## config.mk

```make
export PLATFORM = sky130hd
export DESIGN_NAME = regfile_datapath
export DESIGN_NICKNAME = d
export VERILOG_FILES = /design/src/rtl/dp_pkg.sv /design/src/rtl/dp_regfile.sv /design/src/rtl/dp_alu.sv /design/src/rtl/dp_shifter.sv /design/src/rtl/regfile_datapath.sv
export SDC_FILE = /design/constraint.sdc
export NUM_CORES = 1
export LEC_CHECK = 0
export ABC_AREA = 1
export BUFFER_PORTS_ARGS = -buffer_cell sky130_fd_sc_hd__buf_2
export CORE_MARGIN = 8
export CORE_UTILIZATION = 40
export CTS_CLUSTER_DIAMETER = 60
export DETAILED_ROUTE_END_ITERATION = 10
export GPL_ROUTABILITY_DRIVEN = 0
export GPL_TIMING_DRIVEN = 0
export PLACE_DENSITY = 0.59
export RECOVER_POWER = 25
export SKIP_LAST_GASP = 1
export SLEW_MARGIN = 20
export SYNTH_ARGS = -nofsm -noshare
export SYNTH_HDL_FRONTEND = slang
export SYNTH_HIERARCHICAL = 1
export SYNTH_SLANG_ARGS = --single-unit
```

## constraint.sdc

```tcl
create_clock -name clk -period 3.85 [get_ports clk]
set_input_delay 0.1925 -clock clk [delete_from_list [all_inputs] [get_ports clk]]
set_output_delay 0.1925 -clock clk [all_outputs]
set_load 0.01 [all_outputs]
```

## src/rtl/dp_pkg.sv

```systemverilog
package dp_pkg;
    typedef enum logic [2:0] {
        OP_PASS = 3'd0,
        OP_INC  = 3'd1,
        OP_ADD  = 3'd2,
        OP_SUB  = 3'd3,
        OP_AND  = 3'd4,
        OP_OR   = 3'd5,
        OP_XOR  = 3'd6,
        OP_NOT  = 3'd7
    } alu_op_e;

    typedef enum logic [1:0] {
        SH_PASS  = 2'd0,
        SH_LEFT  = 2'd1,
        SH_RIGHT = 2'd2,
        SH_HOLD  = 2'd3
    } shift_op_e;
endpackage

```

## src/rtl/dp_regfile.sv

```systemverilog
module dp_regfile #(
    parameter int W = 8,
    parameter int N = 4,
    localparam int AW = $clog2(N)
) (
    input  logic          clk,
    input  logic          rst,
    input  logic          wr_en,
    input  logic [AW-1:0] wr_addr,
    input  logic [W-1:0]  wr_data,
    input  logic [AW-1:0] ra_addr,
    input  logic [AW-1:0] rb_addr,
    output logic [W-1:0]  rd_a,
    output logic [W-1:0]  rd_b
);
    logic [N-1:0][W-1:0] regs;
    logic [N-1:0]        load;

    for (genvar i = 0; i < N; i++) begin : g_reg
        assign load[i] = wr_en && (wr_addr == AW'(i));

        always_ff @(posedge clk) begin
            if (rst)
                regs[i] <= '0;
            else if (load[i])
                regs[i] <= wr_data;
        end
    end

    // Reads come straight from the registers, so a same-cycle write is not forwarded.
    assign rd_a = regs[ra_addr];
    assign rd_b = regs[rb_addr];

    // at most one register loads per edge
    a_r3_one_load: assert property (@(posedge clk) disable iff (rst)
        $onehot0(load));

    // nothing changes without a write
    a_r3_hold: assert property (@(posedge clk) disable iff (rst)
        !wr_en |=> $stable(regs));

    // reset leaves every register at zero
    a_r1_clear: assert property (@(posedge clk)
        rst |=> (regs == '0));
endmodule

```

## src/rtl/dp_alu.sv

```systemverilog
module dp_alu
    import dp_pkg::*;
#(
    parameter int W = 8
) (
    input  alu_op_e      op,
    input  logic [W-1:0] a,
    input  logic [W-1:0] b,
    output logic [W-1:0] y,
    output logic         c,
    output logic         v
);
    logic [W-1:0] addend;
    logic         cin;
    logic [W:0]   sum;
    logic         arith;

    always_comb begin
        unique case (op)
            OP_INC:  begin addend = '0; cin = 1'b1; end
            OP_ADD:  begin addend = b;  cin = 1'b0; end
            OP_SUB:  begin addend = ~b; cin = 1'b1; end
            default: begin addend = '0; cin = 1'b0; end
        endcase
    end

    assign sum   = {1'b0, a} + {1'b0, addend} + {{W{1'b0}}, cin};
    assign arith = (op == OP_INC) || (op == OP_ADD) || (op == OP_SUB);

    always_comb begin
        unique case (op)
            OP_PASS: y = a;
            OP_AND:  y = a & b;
            OP_OR:   y = a | b;
            OP_XOR:  y = a ^ b;
            OP_NOT:  y = ~a;
            default: y = sum[W-1:0];
        endcase
    end

    assign c = arith && sum[W];
    assign v = arith && (a[W-1] == addend[W-1]) && (sum[W-1] != a[W-1]);

    // subtraction carry means no borrow
    always_comb begin
        if (op == OP_SUB)
            a_r5_sub_carry: assert (c == (a >= b));
    end
endmodule

```

## src/rtl/dp_shifter.sv

```systemverilog
module dp_shifter
    import dp_pkg::*;
#(
    parameter int W = 8
) (
    input  shift_op_e    op,
    input  logic [W-1:0] d,
    output logic [W-1:0] q
);
    always_comb begin
        unique case (op)
            SH_LEFT:  q = {d[W-2:0], 1'b0};
            SH_RIGHT: q = {1'b0, d[W-1:1]};
            default:  q = d;
        endcase
    end

    // the fill bit is zero
    always_comb begin
        if (op == SH_LEFT)
            a_r7_left_fill: assert (q[0] == 1'b0);
        if (op == SH_RIGHT)
            a_r7_right_fill: assert (q[W-1] == 1'b0);
    end
endmodule

```

## src/rtl/regfile_datapath.sv

```systemverilog
module regfile_datapath
    import dp_pkg::*;
#(
    parameter int W = 8
) (
    input  logic         clk,
    input  logic         rst,
    input  logic [1:0]   a_sel,
    input  logic [1:0]   b_sel,
    input  logic         b_use_const,
    input  logic [W-1:0] const_in,
    input  logic [2:0]   alu_op,
    input  logic [1:0]   shift_op,
    input  logic         use_shifter,
    input  logic [1:0]   dst_sel,
    input  logic         wr_en,
    output logic [W-1:0] bus_a,
    output logic [W-1:0] bus_b,
    output logic [W-1:0] result,
    output logic         flag_v,
    output logic         flag_c,
    output logic         flag_n,
    output logic         flag_z
);
    localparam int NREG = 4;

    logic [W-1:0] reg_b;
    logic [W-1:0] alu_y;
    logic [W-1:0] sh_q;
    logic         alu_c;
    logic         alu_v;

    dp_regfile #(.W(W), .N(NREG)) u_rf (
        .clk     (clk),
        .rst     (rst),
        .wr_en   (wr_en),
        .wr_addr (dst_sel),
        .wr_data (result),
        .ra_addr (a_sel),
        .rb_addr (b_sel),
        .rd_a    (bus_a),
        .rd_b    (reg_b)
    );

    assign bus_b = b_use_const ? const_in : reg_b;

    dp_alu #(.W(W)) u_alu (
        .op (alu_op_e'(alu_op)),
        .a  (bus_a),
        .b  (bus_b),
        .y  (alu_y),
        .c  (alu_c),
        .v  (alu_v)
    );

    dp_shifter #(.W(W)) u_sh (
        .op (shift_op_e'(shift_op)),
        .d  (bus_b),
        .q  (sh_q)
    );

    always_comb begin
        result = use_shifter ? sh_q : alu_y;
        flag_c = !use_shifter && alu_c;
        flag_v = !use_shifter && alu_v;
        flag_n = result[W-1];
        flag_z = (result == '0);
    end

    // a written result is visible on bus A the next cycle
    a_r9_writeback: assert property (@(posedge clk) disable iff (rst)
        wr_en |=> (a_sel != $past(dst_sel)) || (bus_a == $past(result)));

    // the constant path overrides the register on bus B
    a_r2_const: assert property (@(posedge clk) disable iff (rst)
        b_use_const |-> (bus_b == const_in));
endmodule

```

==> metrics.csv <==
metric;value;unit
count of cell types in the netlist;32;
Ys Warns;6;
clock latency at the later pin of the worst-skew pair;0.28;ns
total of buffers placed on input and output ports;46;
1st-pass router iterations;5;
# H-tree levels;2;
clock skew after layout;0.006338;ns
accumulated negative setup slack;0;ns
fraction of the cycle the final worst path needs;0.9112;
DIE HEIGHT;109.7;um
max capacitance violation total;0;
total number of clock tree sinks;32;
via count of the first global-routing pass;3686;
# resized after CTS;0;
peak supply drop;211.2;uV
number of buffers added to fix hold violations after cts;0;
Synth Cell Area;3508;sq um
Clock transition at path regs;0.06;ns
dpl cells;752;
count of fill cells added during filler insertion;935;
routed length on met1;4627;um
Cells after Synth;598;
number of cell rows;34;
ranking of synthesized cells by area;nand2_1, dfxtp_1, ha_1, nor2_1, inv_1;
Final Hold Viols;0;
final net count;702;
total grt overflow;0;
clock tree from TritonCTS;yes;
share of layout cells above drive strength 1;0.1534;
post-synth net total;649;
Vias;3748;
# Post-CTS Setup Buffers;0;
core footprint;8593;sq um
Worst Path Arrival;3.32;ns
Data required, critical path;3.66;ns
Worst Path Max Fanout;7;
remaining antenna violation count;0;
proportion of netlist area held by the largest area contributor;0.2183;
number of antenna violations at the first check in global routing;0;
average instance area after synthesis;5.867;sq um
top-level I/O count;52;
met2 WL;5350;um
registers with the most flip-flops;u_rf/regs x32;
overall die area;12020;sq um
area used by multi-input combinational logic;2434;sq um
number of flip-flops under the largest register name;32;
Detail Placement HPWL;8756;um
maximum operating frequency;0.2850;GHz
combined global-route utilization of all metal layers;0.1823;
type of the tightest min-delay check;primary input to flop;
transition at the pin with the smallest max-transition slack;0.5046;ns
headroom to the max-slew limit;0.6636;
routed length per instance;13.97;um
number of setup violations in the final report;0;
first-pass GRT wire length;17730;um
footprint of the flip-flops and latches;640.6;sq um
area grow syn2layout;13.37;%
highest metal layer with signal wires;met4;
drt first-iter violations;237;
Power Density;288.2;nW/um^2
largest buffer count on any clock path;2;
maximum number of pins on one net before global-route repair;11;
RSZ-0062 raised after global routing;no;
cell taking the most area after synthesis;nand2_1;
critical path startpoint category;flop;
number of pins with negative max-slew slack in the final report;0;
die span in x;109.7;um
Clock Tree Root;clkbuf_8;
antenna diode count;0;
detailed-route DRC error count;0;
kind of critical path;flop to primary output;
Via-to-Cell Ratio;4.932;
total wire length;10620;um
non-filler instance count after layout;760;
Min Clock Period, post-route;3.508;ns
TritonCTS Buffers;5;
FF+latch count, synth;32;
Leakage Power;2.188;nW
outcome;finished, final reports clean;
category of the worst setup path capture point;primary output;
Largest Register;u_rf/regs;
detailed-routed wire length on met3;465;um
share of synthesized area occupied by flip-flops and latches;0.1826;
initial core utilization;0.4083;
## Yosys cell counts
cell and instances:
dfxtp_1 32, clkbuf_1 12, nand2_2 11, a21oi_1 16, nand3_1 38, ha_1 25, o211ai_1 33, nor2_1 80
nor2_8 1, nand2_4 1, xnor2_1 2, buf_6 3, inv_4 1, o2111ai_1 2, o21ai_1 6, mux2_2 8
nor2_2 3, nor2_4 4, buf_4 3, nand3_2 5, inv_2 7, nor3_2 2, buf_2 5, xor2_1 1
a21boi_2 1, nor3_1 3, o21ai_0 9, fa_1 2, inv_1 74, nand2_1 204, nand4_1 3, or2_2 1
## report_power, final
group / total, mW / switching [mW] / internal, mW
registers: 0.359 / 0.0103 / 0.349
clock network: 0.314 / 0.122 / 0.192
logic: 0.474 / 0.311 / 0.163
total: 1.15 / 0.443 / 0.704
## metrics by stage
step                hold WS [ns]  setup slack [ns]  utilization  cell area, sq um  total power, mW
global placement          0.4883            0.1434       0.4508              3874           0.8325
detailed placement        0.4935            0.1230       0.4508              3874           0.8426
CTS                       0.1964            0.1058       0.4633              3981            1.159
global route              0.2261           0.03513       0.4629              3978            1.236
floorplan                 0.3799            0.7200            -              3508           0.6994
finish                    0.1966            0.3418       0.4629              3978            1.147
## cells by family (layout without fill, tap and decap cells)
logic type	Yosys count	after routing	share of synthesized area
AOI/OAI and AO/OA	67	67	0.1230
muxes	8	8	0.02568
adders and majority gates	27	27	0.1006
DFF	32	32	0.1826
and+or+nand+nor	356	356	0.4362
xor gates and xnor gates	3	3	0.007491
buffers and inverters	105	159	0.1245
## routing by layer
layer,vias up,global-route usage
met5,-,0
met1,1661,0.2178
met4,0,0.05207
li1,1988,-
met2,83,0.3346
met3,16,0.01934
## worst paths after layout
| check | cells after the start | start | end | slack (ns) |
|---|---|---|---|---|
| worst min register to register | 2 | u_rf/regs[4] | u_rf/regs[4] | 0.53 |
| worst max register to register | 22 | u_rf/regs[8] | u_rf/regs[6] | 0.80 |
| worst min-delay path | 4 | rst | u_rf/regs[31] | 0.20 |
| worst max-delay path | 22 | u_rf/regs[8] | flag_z | 0.34 |
## cell usage in the layout, fill, tap and decap left out, types with 2 or more instances in the layout
| cell type | netlist | routed |
|---|---|---|
| o21ai_1 | 6 | 6 |
| clkbuf_2 | 0 | 3 |
| nor3_1 | 3 | 3 |
| dfxtp_1 | 32 | 32 |
| a21oi_1 | 16 | 16 |
| nor2_1 | 80 | 80 |
| inv_1 | 74 | 74 |
| mux2_1 | 0 | 5 |
| buf_6 | 3 | 3 |
| nor3_2 | 2 | 2 |
| nand2_1 | 204 | 204 |
| inv_2 | 7 | 7 |
| o21ai_0 | 9 | 9 |
| nor2_4 | 4 | 4 |
| nand4_1 | 3 | 3 |
| mux2_2 | 8 | 3 |
| nand2_2 | 11 | 11 |
| o2111ai_1 | 2 | 2 |
| clkbuf_8 | 0 | 5 |
| nand3_2 | 5 | 5 |
| xnor2_1 | 2 | 2 |
| clkbuf_1 | 12 | 18 |
| nor2_2 | 3 | 3 |
| ha_1 | 25 | 25 |
| nand3_1 | 38 | 38 |
| buf_4 | 3 | 3 |
| buf_2 | 5 | 43 |
| o211ai_1 | 33 | 33 |
## layout make-up
cell class | instances | share of cell area
plain buffers | 23 | 0.03271
clock buffers | 6 | 0.01824
clock inverters | 2 | 0.008808
inverters | 82 | 0.07801
multi-input cells | 461 | 0.6118
flip-flops and latches | 32 | 0.1611
well taps | 108 | 0.03397
repair buffers | 46 | 0.05536
## worst max-delay path, cell delays in order, from the launching register on
cell	delay [ns]
dfxtp_1	0.30
inv_1	0.10
nand2_1	0.06
o211ai_1	0.08
nand2_1	0.06
mux2_2	0.33
nand2_1	0.08
o21ai_0	0.13
fa_2	0.41
fa_1	0.42
inv_1	0.10
nand2_1	0.08
nand3_1	0.10
nand2_1	0.07
nand2_1	0.07
nand2_1	0.06
nand2_1	0.06
nand2_1	0.06
nand2_2	0.14
nor2_1	0.07
nand2_1	0.09
nor2_1	0.04
buf_2	0.13
Power figures use the tool's default switching activity.
